`src/rtl/pxf_pkg.sv`:
```
package pxf_pkg;
    typedef enum logic [1:0] {
        S_LATCH = 2'd0,
        S_PASS  = 2'd1,
        S_FLOAT = 2'd2
    } drive_state_t;

    localparam int STB_DCLK  = 0;
    localparam int STB_CLAMP = 1;
    localparam int STB_BLANK = 2;
    localparam int STB_COUNT = 3;
endpackage

```
`src/rtl/pxf_strobe_pol.sv`:
```
module pxf_strobe_pol #(
    parameter int N = 3
) (
    input  logic [N-1:0] raw,
    input  logic [N-1:0] pol,
    output logic [N-1:0] act
);
    for (genvar i = 0; i < N; i++) begin : g_stb
        assign act[i] = pol[i] ? raw[i] : ~raw[i];
    end
endmodule

```
`src/rtl/pxf_delay.sv`:
```
module pxf_delay #(
    parameter int DW     = 12,
    parameter int STAGES = 9
) (
    input  logic          clk,
    input  logic          rst_n,
    input  logic [DW-1:0] in_data,
    input  logic          in_blank,
    input  logic          in_clamp,
    output logic [DW-1:0] out_data,
    output logic          out_blank,
    output logic          out_clamp
);
    localparam int W = DW + 2;

    logic [STAGES-1:0][W-1:0] stg;

    if (STAGES == 1) begin : g_single
        always_ff @(posedge clk) begin
            if (!rst_n) stg <= '0;
            else        stg <= {in_blank, in_clamp, in_data};
        end
    end else begin : g_shift
        always_ff @(posedge clk) begin
            if (!rst_n) stg <= '0;
            else        stg <= {stg[STAGES-2:0], {in_blank, in_clamp, in_data}};
        end
    end

    assign out_data  = stg[STAGES-1][DW-1:0];
    assign out_clamp = stg[STAGES-1][DW];
    assign out_blank = stg[STAGES-1][DW+1];
endmodule

```
`src/rtl/pxf_former.sv`:
```
module pxf_former #(
    parameter int DW  = 12,
    parameter int CLW = 8
) (
    input  logic [DW-1:0]  data,
    input  logic           blank,
    input  logic           clamp,
    input  logic           blank_sel,
    input  logic           gray,
    input  logic [CLW-1:0] clamp_lvl,
    output logic [DW-1:0]  value
);
    logic [DW-1:0] lvl_ext;
    logic [DW-1:0] sub;

    assign lvl_ext = {{(DW-CLW){1'b0}}, clamp_lvl};

    always_comb begin
        if (blank && !clamp) sub = blank_sel ? lvl_ext : '0;
        else                 sub = data;
        value = gray ? (sub ^ (sub >> 1)) : sub;
    end
endmodule

```
`src/rtl/pix_formatter.sv`:
```
module pix_formatter
    import pxf_pkg::*;
#(
    parameter int DW  = 12,
    parameter int CLW = 8,
    parameter int LAT = 10
) (
    input  logic           clk,
    input  logic           rst_n,
    input  logic [DW-1:0]  smp_data,
    input  logic           dclk_in,
    input  logic           clamp_in,
    input  logic           blank_in,
    input  logic           cfg_pol_dclk,
    input  logic           cfg_pol_clamp,
    input  logic           cfg_pol_blank,
    input  logic           cfg_blank_sel,
    input  logic           cfg_gray,
    input  logic           cfg_transparent,
    input  logic           cfg_tristate,
    input  logic [CLW-1:0] cfg_clamp_lvl,
    output logic [DW-1:0]  pix_out,
    output logic           pix_oe
);
    localparam int STAGES = LAT - 1;

    logic [STB_COUNT-1:0] stb_raw, stb_pol, stb_act;
    logic [DW-1:0]        tail_data;
    logic                 tail_blank, tail_clamp;
    logic [DW-1:0]        fmt_val;
    logic [DW-1:0]        hold_q;
    drive_state_t         state, state_nxt;

    assign stb_raw[STB_DCLK]  = dclk_in;
    assign stb_raw[STB_CLAMP] = clamp_in;
    assign stb_raw[STB_BLANK] = blank_in;
    assign stb_pol[STB_DCLK]  = cfg_pol_dclk;
    assign stb_pol[STB_CLAMP] = cfg_pol_clamp;
    assign stb_pol[STB_BLANK] = cfg_pol_blank;

    pxf_strobe_pol #(.N(STB_COUNT)) u_pol (
        .raw (stb_raw),
        .pol (stb_pol),
        .act (stb_act)
    );

    pxf_delay #(.DW(DW), .STAGES(STAGES)) u_dly (
        .clk       (clk),
        .rst_n     (rst_n),
        .in_data   (smp_data),
        .in_blank  (stb_act[STB_BLANK]),
        .in_clamp  (stb_act[STB_CLAMP]),
        .out_data  (tail_data),
        .out_blank (tail_blank),
        .out_clamp (tail_clamp)
    );

    pxf_former #(.DW(DW), .CLW(CLW)) u_fmt (
        .data      (tail_data),
        .blank     (tail_blank),
        .clamp     (tail_clamp),
        .blank_sel (cfg_blank_sel),
        .gray      (cfg_gray),
        .clamp_lvl (cfg_clamp_lvl),
        .value     (fmt_val)
    );

    always_ff @(posedge clk) begin
        if (!rst_n)                  hold_q <= '0;
        else if (stb_act[STB_DCLK])  hold_q <= fmt_val;
    end

    // transitions T_TO_FLOAT, T_TO_PASS, T_TO_LATCH in priority order
    always_comb begin
        if (cfg_tristate)         state_nxt = S_FLOAT;
        else if (cfg_transparent) state_nxt = S_PASS;
        else                      state_nxt = S_LATCH;
    end

    always_ff @(posedge clk) begin
        if (!rst_n) state <= S_LATCH;
        else        state <= state_nxt;
    end

    always_comb begin
        unique case (state)
            S_LATCH: begin pix_oe = 1'b1; pix_out = hold_q;  end
            S_PASS:  begin pix_oe = 1'b1; pix_out = fmt_val; end
            S_FLOAT: begin pix_oe = 1'b0; pix_out = '0;      end
            default: begin pix_oe = 1'b0; pix_out = '0;      end
        endcase
    end
endmodule

```
`config.mk`:
```
export PLATFORM = sky130hd
export DESIGN_NAME = pix_formatter
export DESIGN_NICKNAME = d
export VERILOG_FILES = /design/src/rtl/pxf_pkg.sv /design/src/rtl/pxf_strobe_pol.sv /design/src/rtl/pxf_delay.sv /design/src/rtl/pxf_former.sv /design/src/rtl/pix_formatter.sv
export SDC_FILE = /design/constraint.sdc
export NUM_CORES = 1
export LEC_CHECK = 0
export CAP_MARGIN = 5
export CORE_MARGIN = 10
export CORE_UTILIZATION = 50
export CTS_CLUSTER_SIZE = 24
export DETAILED_ROUTE_END_ITERATION = 12
export DONT_BUFFER_PORTS = 1
export HOLD_SLACK_MARGIN = 0.05
export PLACE_DENSITY = 0.64
export SLEW_MARGIN = 10
export SYNTH_ARGS = -nofsm -noshare
export SYNTH_HDL_FRONTEND = slang
export SYNTH_SLANG_ARGS = --single-unit
```
`constraint.sdc`:
```
create_clock -name clk -period 3.4 [get_ports clk]
set_clock_uncertainty 0.2 [all_clocks]
set_input_delay 0.85 -clock clk [delete_from_list [all_inputs] [get_ports clk]]
set_output_delay 0.85 -clock clk [all_outputs]
set_load 0.02 [all_outputs]
```
== Word-level counts from Yosys, hierarchy flattened ==
Cells that the tools add are included.

* Mux-type cells: 10
* Bitwise operators: 5
* Eq/ne operators: 1
* Reductions and logical operators: 5

{| class="wikitable"
|+ Operator list
! cell !! count
|-
| 2-to-1 mux 12 bit || 2
|-
| one-hot mux 12 bit (2 select lines) || 1
|-
| XOR 12 x 11 -> 12 bit || 1
|-
| 2-to-1 mux 8 bit || 1
|-
| 2-to-1 mux 1 bit || 5
|-
| NOT 1 bit || 4
|-
| OR reduction 2 bit || 2
|-
| equality test 2 x 1 -> 1 bit (second input constant) || 1
|-
| zero test 2 bit || 1
|-
| 2-to-1 mux 2 bit || 1
|-
| logical AND 1 bit || 1
|-
| zero test 1 bit || 1
|}

* Word-level logic and storage cells: 33
* Output and inout port bits: 13
* Register bits: 140
* Input port bits: 32

== Depth between registers and ports, before layout ==
* Depth after elaboration: 6
* Depth in mapped cells: 6
* Depth with buffers taken out: 4

== Modules after synthesis ==
Synthesis repeated with hierarchy kept, for this count alone.

* Cell total of the unflattened synthesis: 403
* Area, all modules: 4,600.7 µm²

{| class="wikitable"
|+ Modules (own cells, without submodules)
! module !! area each (µm²) !! instances !! sequential area each (µm²) !! cells an instance
|-
| pxf_delay || 3,497.1 || 1 || 2,522.4 || 277
|-
| pix_formatter || 689.4 || 1 || 280.3 || 70
|-
| pxf_former || 387.9 || 1 || 0.0 || 53
|-
| pxf_strobe_pol || 26.3 || 1 || 0.0 || 3
|}

== Worst setup path after synthesis ==
No wires, ideal clock.

* Kind: input to output
* From: in cfg_blank_sel
* To: out pix_out[6]
* Buffers on the path: 0
* Stages: 4
* Slack: 575 ps
* Data arrival time: 1,775 ps
* Data required time: 2,350 ps
* Cell sequence: and4b_1 a21oi_1 or4_1 o221ai_1

* Word-level cells in the longest chain between the ends: 5

{| class="wikitable"
|+ RTL lines
! what !! RTL line !! text
|-
| start, declared || pix_formatter.sv:17 || <nowiki>input logic cfg_blank_sel,</nowiki>
|-
| 2-to-1 mux 8 bit (*) || pxf_former.sv:19 || <nowiki>if (blank && !clamp) sub = blank_sel ? lvl_ext : '0;</nowiki>
|-
| 2-to-1 mux 12 bit (*) || pxf_former.sv:19 ||
|-
| XOR 12 x 11 -> 12 bit || pxf_former.sv:21 || <nowiki>value = gray ? (sub ^ (sub >> 1)) : sub;</nowiki>
|-
| 2-to-1 mux 12 bit (*) || pxf_former.sv:21 ||
|-
| one-hot mux 12 bit (2 select lines) (*) || pix_formatter.sv:86 || <nowiki>unique case (state)</nowiki>
|-
| end, declared || pix_formatter.sv:22 || <nowiki>output logic [DW-1:0] pix_out,</nowiki>
|}

Every way passes the cells marked *; elsewhere a longest branch is shown, timed or not.

== Worst setup path after layout ==
* From: reg u_dly.stg, in the netlist u_dly.out_clamp
* To: out pix_out[6]

* Word-level cells in the longest chain between the ends: 6

{| class="wikitable"
|+ RTL lines
! what !! RTL line !! text
|-
| start, declared || pxf_delay.sv:16 || <nowiki>logic [STAGES-1:0][W-1:0] stg;</nowiki>
|-
| start signal, assigned || pxf_delay.sv:26 || <nowiki>else stg <= {stg[STAGES-2:0], {in_blank, in_clamp, in_data}};</nowiki>
|-
| zero test 1 bit (*) || pxf_former.sv:19 ||
|-
| logical AND 1 bit (*) || pxf_former.sv:19 ||
|-
| 2-to-1 mux 12 bit (*) || pxf_former.sv:19 ||
|-
| XOR 12 x 11 -> 12 bit || pxf_former.sv:21 ||
|-
| 2-to-1 mux 12 bit (*) || pxf_former.sv:21 ||
|-
| one-hot mux 12 bit (2 select lines) (*) || pix_formatter.sv:86 ||
|}

Marked as above.

==> results.toml <==
[finish]
antenna_cells = 0
multi_input_area_um2 = 1603
regArea_um2 = 2804
syn_to_final_growth_pct = 13.04
drive_gt1_share_pct = 9.238
final_cells = 541
nFillCells = 755
nets = 454

[global_route]
grt_use_met1_pct = 12.40
top_usage_layer = "met2"
grt_pass1_wl_mm = 11.56
grt.overflow.total = 0
use_met3_pct = 5.000
antenna_found_initial = 0
track_usage_pct = 10.95
grt_max_degree = 142
met2_usage_pct = 16.97
grt_pass1_vias = 2534

[yosys]
synth_top_area_share_pct = 61.76
yosysWarnings = 0
mappedNetlistArea_um2 = 4538
syn_nets = 457
ys_top_cells_by_area = "dfxtp_1 62%, and2_1 18%, o211ai_1 1.8%"
syn-instance-count = 425
synth_cell_type_count = 34
syn_area_per_cell_um2 = 10.68
yosys.area.top_type = "dfxtp_1"
ys_seq_area_share_pct = 61.76
ys_ff_latch = 140

[drt]
drcViolationCount = 0
wirelength_mm = 6.864
via_per_inst = 4.952
drt-pass1-iter-count = 4
first_iter_violations = 159
postRouteAntennaNets = 0
wl_per_cell_um = 12.69
vias = 2679

[placed_design]
placed_cells = 511
io_buffers = 0
routabilityCongestion = 0.8705
hpwl_mm = 4.214

[clock_tree]
cts_tree = "done"
cts_root_buffer = "clkbuf_8"
cts_buffer_depth = 2
htree_num_levels = 4
cts_setup_buffers = 0
clock-sinks = 140
clk_pin_slew_ns = 0.06
postCtsHoldBufs = 0
clock_latency_ns = 0.50
cts_buffers = 17

[floorplanning]
dieWidth_um = 115.3
fp-row-count = 34
die_y_um = 115.3
coreArea_um2 = 8763
dieArea_um2 = 13290
io-pin-count = 45
start_util_pct = 51.78

[setup_path]
crit_path_max_fanout = 16
cp.required_ns = 2.35
path_class = "flop to output pin"
cp.arrival_ns = 2.16
start_kind = "flop"
endpoint_kind = "output pin"
r2r_cells = 5

[sta]
drv_slew = 0
grt_setup_unrepaired = "no"
post-route-min-period_ns = 3.212
setup_violations = 0
finalHoldViolations = 0
fmax_ghz = 0.3114
tns_ns = 0
worst-slew-pin-transition_ns = 1.273
post-route-period-util_pct = 94.46
max_slew_margin_pct = 14.03

[job]
max_cap_viol_count = 0

[power_and_ir_drop]
leakage_nw = 2.083
ir_drop_mv = 0.3798
powerDensity_nw_per_um2 = 649.6

[worst_hold_path]
hold_depth = 1
hold_path.class = "input port to flop"

[status]
status = "finished clean"
==> cell families after synthesis <==
kind of cell    after synthesis  synth area share, %
compound gates               44                6.948
buf+inv                      34                2.922
flops                       140                61.76
mux                           4               0.9649
xor+xnor                      5                1.131
simple gates                198                26.28
==> final cells by class <==
| cell class | count | share of cell area, % |
|---|---|---|
| flip-flops and latches | 140 | 54.66 |
| multi-input cells | 251 | 31.24 |
| clock buffers | 19 | 8.415 |
| well taps | 108 | 2.634 |
| clock inverters | 11 | 1.878 |
| repair buffers | 4 | 0.5854 |
| inverters | 8 | 0.5854 |
==> layout by cell type, fill, tap and decap left out, types with 2 or more instances in the layout <==
master / instances
o311ai_0: 2
and2_1: 128
a21oi_1: 11
nand3_1: 15
a21boi_0: 4
o211ai_1: 11
nand2_1: 20
o311ai_1: 2
a21o_1: 6
nor2_1: 6
nand4_1: 12
clkbuf_16: 16
nand2b_1: 2
xnor2_1: 3
dfxtp_1: 139
and4b_1: 7
buf_4: 4
clkinv_2: 5
mux2i_1: 3
clkbuf_8: 2
clkinvlp_4: 2
a21bo_2: 3
inv_1: 8
nand3b_1: 3
clkinv_4: 2
o221ai_1: 3
==> cell usage after synthesis <==
| cell type | instances |
|---|---|
| o221ai_1 | 3 |
| nand2b_1 | 2 |
| nand4_1 | 12 |
| a21boi_0 | 4 |
| nand3_1 | 15 |
| mux2i_2 | 1 |
| clkbuf_1 | 21 |
| and2b_2 | 1 |
| a21o_1 | 6 |
| o311ai_0 | 2 |
| buf_1 | 1 |
| and4b_1 | 7 |
| mux2i_1 | 3 |
| dfxtp_1 | 140 |
| xnor2_2 | 1 |
| nand3b_1 | 3 |
| and2_0 | 1 |
| xor2_1 | 1 |
| xnor2_1 | 3 |
| a21bo_2 | 3 |
| inv_1 | 8 |
| a21oi_1 | 11 |
| and2_1 | 128 |
| o22ai_1 | 1 |
| clkbuf_2 | 1 |
| o211ai_1 | 11 |
| nand2_1 | 20 |
| nor2_1 | 6 |
| or4_1 | 1 |
| buf_2 | 3 |
| o311ai_1 | 2 |
| o21ai_1 | 1 |
| nor2b_1 | 1 |
| or4b_1 | 1 |
==> report_power, final <==
group	switching [mW]	total, mW	internal [mW]
sequential	0.00910	1.68	1.67
clock	0.632	1.61	0.976
combinational	0.0226	0.0456	0.0230
total	0.664	3.33	2.67
==> worst max-delay path, cell delays in order (launching register included) <==
cell and delay (ns):
dfxtp_2 0.39, nand2b_1 0.12, buf_4 0.20, a21oi_1 0.17, or4_1 0.52, o221ai_1 0.09
buf_4 0.18
==> worst paths after layout <==
kind	from	to	slack (ns)
max	u_dly.out_clamp$_SDFF_PN0_	pix_out[6]	0.19
max reg2reg	u_dly.out_clamp$_SDFF_PN0_	hold_q[6]$_SDFFE_PN0P_	1.62
min reg2reg	u_dly.stg[101]$_SDFF_PN0_	u_dly.out_data[3]$_SDFF_PN0_	0.23
min	cfg_tristate	state[0]$_SDFF_PP0_	0.21
==> metal layers <==
layer | vias up | wire length, um | part of all wire (%)
met2 | 61 | 3237 | 47
met4 | 0 | 83 | 1.2
met5 | - | 0 | 0
met1 | 1222 | 3133 | 46
met3 | 7 | 409 | 6.0
li1 | 1389 | - | -
==> per-stage QoR <==
stage	setup slack (ns)	power (mW)	utilization (%)	hold slack [ns]	instance area, um2
floorplan	0.5749	1.769	-	0.2119	4538
global placement	0.3885	1.759	52.50	0.2135	4601
detailed placement	0.3627	1.761	52.50	0.2169	4601
CTS	0.07286	3.378	58.52	0.1870	5129
global route	0.02156	3.461	58.54	0.1846	5130
finish	0.1884	3.332	58.54	0.2146	5130
==> registers in the layout (all words and copies together), names as in the netlist <==
register         cells
u_dly.out_clamp      1
hold_q              12
u_dly.stg          112
state                2
u_dly.out_blank      1
u_dly.out_data      12
==> timing repair <==
item                                    CTS  global route
resized for setup                         0             1
hold endpoints to repair                  0             0
endpoints found under the setup margin    0             1
(Power assumes the default switching activity.)
